File: src/rtl/snd_port_pkg.sv
package snd_port_pkg;

    localparam int BYTE_W = 8;

    // register select on the bus
    localparam logic SEL_STATUS = 1'b0;
    localparam logic SEL_SAMPLE = 1'b1;

    // status byte bit positions
    localparam int ST_NEED_BIT  = 7;
    localparam int ST_EN_BIT    = 6;
    localparam int ST_URUN_BIT  = 0;
    localparam int ST_WR_EN_BIT = 7;

    localparam logic [BYTE_W-1:0] MID_SCALE = 8'h80;

    typedef struct packed {
        logic              need;
        logic              en;
        logic              urun;
        logic [BYTE_W-1:0] smp;
    } port_state_t;

    function automatic port_state_t port_reset_state();
        port_state_t s;
        s.need = 1'b1;
        s.en   = 1'b0;
        s.urun = 1'b0;
        s.smp  = MID_SCALE;
        return s;
    endfunction

    function automatic logic [BYTE_W-1:0] pack_status(input port_state_t s);
        logic [BYTE_W-1:0] b;
        b = '0;
        b[ST_NEED_BIT] = s.need;
        b[ST_EN_BIT]   = s.en;
        b[ST_URUN_BIT] = s.urun;
        return b;
    endfunction

endpackage

File: src/rtl/snd_rate_div.sv
module snd_rate_div #(
    parameter int CLK_HZ  = 100_000_000,
    parameter int RATE_HZ = 44_100
) (
    input  logic clk,
    input  logic rst_n,
    output logic tick
);
    localparam int DIV = (CLK_HZ / RATE_HZ < 2) ? 2 : CLK_HZ / RATE_HZ;
    localparam int CW  = $clog2(DIV);
    localparam logic [CW-1:0] LAST = CW'(DIV - 1);

    typedef struct packed {
        logic [CW-1:0] cnt;
    } div_state_t;

    div_state_t st_d, st_q;

    always_comb begin
        st_d = st_q;
        if (st_q.cnt == LAST) begin
            st_d.cnt = '0;
        end else begin
            st_d.cnt = st_q.cnt + CW'(1);
        end
    end

    always_ff @(posedge clk or negedge rst_n) begin
        if (!rst_n) begin
            st_q <= '0;
        end else begin
            st_q <= st_d;
        end
    end

    // boundary is the last cycle of each period
    assign tick = (st_q.cnt == LAST);

endmodule

File: src/rtl/snd_port_regs.sv
module snd_port_regs
    import snd_port_pkg::*;
(
    input  logic              clk,
    input  logic              rst_n,
    input  logic              tick,
    input  logic              bus_wr,
    input  logic              bus_addr,
    input  logic [BYTE_W-1:0] bus_wdata,
    output logic [BYTE_W-1:0] bus_rdata,
    output logic              need,
    output logic              en,
    output logic              urun,
    output logic [BYTE_W-1:0] sample
);
    port_state_t st_d, st_q;
    logic wr_status, wr_sample;

    assign wr_status = bus_wr && (bus_addr == SEL_STATUS);
    assign wr_sample = bus_wr && (bus_addr == SEL_SAMPLE);

    always_comb begin
        st_d = st_q;
        if (wr_status) begin
            st_d.en = bus_wdata[ST_WR_EN_BIT];
            if (bus_wdata[ST_URUN_BIT]) begin
                st_d.urun = 1'b0;
            end
        end
        if (wr_sample) begin
            st_d.need = 1'b0;
            st_d.smp  = bus_wdata;
        end
        if (tick) begin
            // a miss needs the flag still pending and no sample this cycle
            if (st_q.need && !wr_sample) begin
                st_d.urun = 1'b1;
            end
            st_d.need = 1'b1;
        end
    end

    always_ff @(posedge clk or negedge rst_n) begin
        if (!rst_n) begin
            st_q <= port_reset_state();
        end else begin
            st_q <= st_d;
        end
    end

    always_comb begin
        if (bus_addr == SEL_STATUS) begin
            bus_rdata = pack_status(st_q);
        end else begin
            bus_rdata = st_q.smp;
        end
    end

    assign need   = st_q.need;
    assign en     = st_q.en;
    assign urun   = st_q.urun;
    assign sample = st_q.smp;

endmodule

File: src/rtl/snd_port_irq.sv
module snd_port_irq #(
    parameter int IRQ_PRIO = 5,
    parameter int IRQ_VEC  = 8'o074,
    parameter int LVL_W    = 3,
    parameter int VEC_W    = 8
) (
    input  logic             need,
    input  logic             en,
    output logic             req,
    output logic [LVL_W-1:0] level,
    output logic [VEC_W-1:0] vector
);
    assign req    = need && en;
    assign level  = LVL_W'(IRQ_PRIO);
    assign vector = VEC_W'(IRQ_VEC);
endmodule

File: src/rtl/snd_sample_port.sv
module snd_sample_port
    import snd_port_pkg::*;
#(
    parameter int CLK_HZ   = 100_000_000,
    parameter int RATE_HZ  = 44_100,
    parameter int IRQ_PRIO = 5,
    parameter int IRQ_VEC  = 8'o074
) (
    input  logic        clk,
    input  logic        rst_n,
    input  logic        bus_wr,
    input  logic        bus_addr,
    input  logic [7:0]  bus_wdata,
    output logic [7:0]  bus_rdata,
    output logic        irq_req,
    output logic [2:0]  irq_level,
    output logic [7:0]  irq_vector,
    output logic [7:0]  sample_out
);
    logic tick;
    logic need, en, urun;

    snd_rate_div #(
        .CLK_HZ (CLK_HZ),
        .RATE_HZ(RATE_HZ)
    ) u_div (
        .clk  (clk),
        .rst_n(rst_n),
        .tick (tick)
    );

    snd_port_regs u_regs (
        .clk      (clk),
        .rst_n    (rst_n),
        .tick     (tick),
        .bus_wr   (bus_wr),
        .bus_addr (bus_addr),
        .bus_wdata(bus_wdata),
        .bus_rdata(bus_rdata),
        .need     (need),
        .en       (en),
        .urun     (urun),
        .sample   (sample_out)
    );

    snd_port_irq #(
        .IRQ_PRIO(IRQ_PRIO),
        .IRQ_VEC (IRQ_VEC),
        .LVL_W   (3),
        .VEC_W   (8)
    ) u_irq (
        .need  (need),
        .en    (en),
        .req   (irq_req),
        .level (irq_level),
        .vector(irq_vector)
    );

endmodule

File: config.mk
export PLATFORM = sky130hd
export DESIGN_NAME = snd_sample_port
export DESIGN_NICKNAME = d
export VERILOG_FILES = /design/src/rtl/snd_port_pkg.sv /design/src/rtl/snd_rate_div.sv /design/src/rtl/snd_port_regs.sv /design/src/rtl/snd_port_irq.sv /design/src/rtl/snd_sample_port.sv
export SDC_FILE = /design/constraint.sdc
export NUM_CORES = 1
export LEC_CHECK = 0
export BUFFER_PORTS_ARGS = -buffer_cell sky130_fd_sc_hd__clkbuf_2
export CAP_MARGIN = 20
export CORE_ASPECT_RATIO = 1.75
export CORE_MARGIN = 2
export CORE_UTILIZATION = 50
export DETAILED_ROUTE_END_ITERATION = 12
export HOLD_SLACK_MARGIN = 0.12
export PLACE_DENSITY = 0.76
export SYNTH_ARGS = -nofsm -noshare
export SYNTH_HDL_FRONTEND = slang
export SYNTH_HIERARCHICAL = 1
export SYNTH_SLANG_ARGS = --single-unit
export TNS_END_PERCENT = 1
File: constraint.sdc
create_clock -name clk -period 1.93 [get_ports clk]
set_input_delay 0.0965 -clock clk [delete_from_list [all_inputs] [get_ports clk]]
set_output_delay 0.0965 -clock clk [all_outputs]
set_load 0.02 [all_outputs]
==> impl_metrics.py <==
metrics = {
    "run_status": {
        "status": "finished clean",
    },
    "final_layout": {
        "diodes": 0,
        "finalNonFillerCells": 168,
        "regArea_sq_um": 578,
        "drive_above_1_share_pct": 35.2,
        "multiInputGateArea_sq_um": 603,
        "syn_to_final_growth_pct": 18.2,
        "fillers": 201,
        "nets": 157,
    },
    "floorplan": {
        "num_rows": 24,
        "dieArea_sq_um": 2970,
        "ios": 40,
        "start_util_pct": 51.5,
        "fp.dieW_um": 42.1,
        "coreArea_sq_um": 2460,
        "die_h_um": 70.6,
    },
    "sta": {
        "hold_ws_ns": 0.270,
        "grt_setup_unrepaired": "false",
        "finClkSkew_ns": 0.000843,
        "hold_viol": 0,
        "min_period_over_period_pct": 88.3,
        "max_freq_ghz": 0.587,
        "worstMarginPinSlew_ns": 0.550,
        "period_needed_ns": 1.70,
        "slew_headroom_pct": 63.3,
        "setup_tns_ns": 0,
        "maxSlewViolCount": 0,
        "setup_slack_ns": 0.227,
        "finalSetupViolations": 0,
    },
    "power_and_ir_drop": {
        "p_seq_share_pct": 50.9,
        "p_total_w": 0.00105,
        "p_switching_w": 0.000293,
        "peakVddDrop_mv": 0.587,
        "p_per_area_nw_per_um2": 701,
        "pwr-share-comb_pct": 21.7,
        "clkPwrFrac_pct": 27.4,
        "p_int_w": 0.000758,
        "power_switching_share_pct": 27.9,
        "leakagePower_nw": 0.750,
    },
    "place": {
        "dp_slack_ns": 0.238,
        "dpl.hpwl_um": 1640,
        "io_buffer_count": 28,
        "place_congestion": 0.784,
        "placedCellCount": 155,
    },
    "critical_path": {
        "cp-end-kind": "register",
        "critPathLaunchType": "register",
        "required_ns": 2.11,
        "crit_arrival_ns": 1.89,
        "crit_type": "reg2reg",
        "crit_fanout": 9,
    },
    "global_route": {
        "grt_antenna_before_repair": 0,
        "grt-ovfl-total": 0,
        "first_global_vias": 834,
        "grt_pass1_wl_um": 3790,
        "grt_max_degree": 24,
        "grt_usage_pct": 16.6,
    },
    "route": {
        "wl_met1_um": 810,
        "vias_per_cell": 5.08,
        "dr.pass1.iters": 2,
        "top_layer": "met4",
        "post_drt_wl_per_cell_um": 13.2,
        "routed-wl-met3_um": 90,
        "drc": 0,
        "via_count": 854,
        "drtIter0Drc": 6,
        "routed_wl_um": 2220,
        "met2_wirelength_um": 1270,
        "antenna_left": 0,
    },
    "synthesis": {
        "ys_ff_latch": 23,
        "syn_area_sq_um": 1270,
        "synth_area_per_cell_sq_um": 12.0,
        "yosysSeqAreaShare_pct": 45.6,
        "ys_warn_count": 6,
        "syn_inst": 106,
        "ys_types": 33,
    },
    "job": {
        "cap_violations": 0,
    },
    "clocking": {
        "cts_buffers": 3,
        "cts_root_buf": "clkbuf_8",
        "cts.path.max_buffers": 2,
        "cts_sinks": 23,
        "htreeDepth": 1,
        "post-cts-setup-buffers": 0,
        "cts_tree": "done",
        "ctsResizeCount": 0,
        "path_clk_slew_ns": 0.07,
        "insertion_delay_ns": 0.26,
    },
    "hold_path": {
        "min_path_type": "in2reg",
    },
}
## power groups by stage
stage / sequential, W / combinational, W / clock (W)
5_1_grt: 0.000540 / 0.000243 / 0.000324
4_1_cts: 0.000534 / 0.000229 / 0.000298
3_5_place_dp: 0.000543 / 0.000214 / 0
6_report: 0.000535 / 0.000229 / 0.000288
3_3_place_gp: 0.000541 / 0.000212 / 0
2_1_floorplan: 0.000570 / 0.000131 / 0
## layer usage
metal / global-route usage [%] / vias up
met5: 0 / -
met4: 8.33 / 0
met3: 1.79 / 5
met2: 31.6 / 24
met1: 17.4 / 421
li1: - / 404
## flip-flops by register name (all words and copies together), names as in the netlist
register	cells
u_regs/urun	1
u_regs/en	1
u_regs/need	1
u_regs/sample	8
u_div/st_q	12
## cells in the mapped netlist, drive strengths merged
master,n,area (sq um)
dfrtp,21,526
buf,14,110
mux2,12,165
nor2,8,30.0
and2,6,37.5
nand2,6,38.8
xnor2,6,52.6
inv,3,11.3
nand3,3,15.0
nor3,3,15.0
xor2,3,26.3
a31oi,2,12.5
conb,2,7.51
dfstp,2,52.6
ha,2,25.0
nor4,2,33.8
a21o,1,8.76
a22o,1,8.76
and3b,1,8.76
mux2i,1,10.0
nand2b,1,6.26
nand4,1,21.3
nand4bb,1,11.3
nor2b,1,13.8
o21ai,1,5.00
o2bb2ai,1,8.76
or2b,1,7.51
## final cells by class
type / instances / share of cell area (%)
multi-input combinational: 75 / 40.2
sequential: 23 / 38.5
timing repair buffer: 37 / 15.3
clock buffer: 4 / 3.00
tap: 26 / 2.17
inverter: 3 / 0.751
## path summary, 6_finish.rpt
kind,slack [ns],startpoint,cells past startpoint,endpoint
worst max-delay path,0.23,u_div/st_q[8],5,u_regs/urun
worst min-delay path,0.27,bus_wr,3,u_regs/need
worst max register to register,0.23,u_div/st_q[8],5,u_regs/urun
worst min register to register,0.51,u_div/st_q[0],1,u_div/st_q[0]
max in group asynchronous,1.21,rst_n,2,u_regs/need
min in group asynchronous,0.34,rst_n,2,u_regs/sample[3]
## stage by stage
step           util (%)  instance area, sq um
2_1_floorplan         -                  1300
3_3_place_gp       55.4                  1370
3_5_place_dp       55.4                  1370
4_1_cts            60.9                  1500
5_1_grt            60.9                  1500
6_report           60.9                  1500
## kinds of logic (layout without fill, tap and decap cells)
kind of cell,count (synthesis),count (layout),synth area share [%]
simple gates,34,34,18.8
flops,23,23,45.6
buf+inv,17,44,9.57
mux,13,13,13.8
xor+xnor,9,9,6.21
compound gates,6,6,3.45
fa+ha+maj,2,2,1.97
other cells,2,11,0.592
## cell usage in the layout, fill, tap and decap left out, types with 2 or more instances in the layout
cell	n
clkbuf_8	3
a31oi_1	2
and2_1	6
mux2_2	3
ha_1	2
dfstp_2	2
dfrtp_1	21
mux2_4	8
xor2_1	3
xnor2_1	6
conb_1	11
nor2_1	8
inv_1	3
nor3_1	3
dlygate4sd3_1	9
nand2_1	5
clkbuf_2	28
nand3_1	3
## critical path: stages (launching register included)
cell and delay (ns):
dfrtp_1 0.42, nand4bb_1 0.22, nor4_2 0.30, and3b_1 0.39, a31oi_1 0.12, a31oi_1 0.16
## repair_timing
action | 4_1_cts | 5_1_grt
hold buffers | 9 | 0
hold endpoints to repair | 31 | 0
endpoints found under the setup margin | 0 | 0
Note: power is estimated with default switching activity, not from simulation.
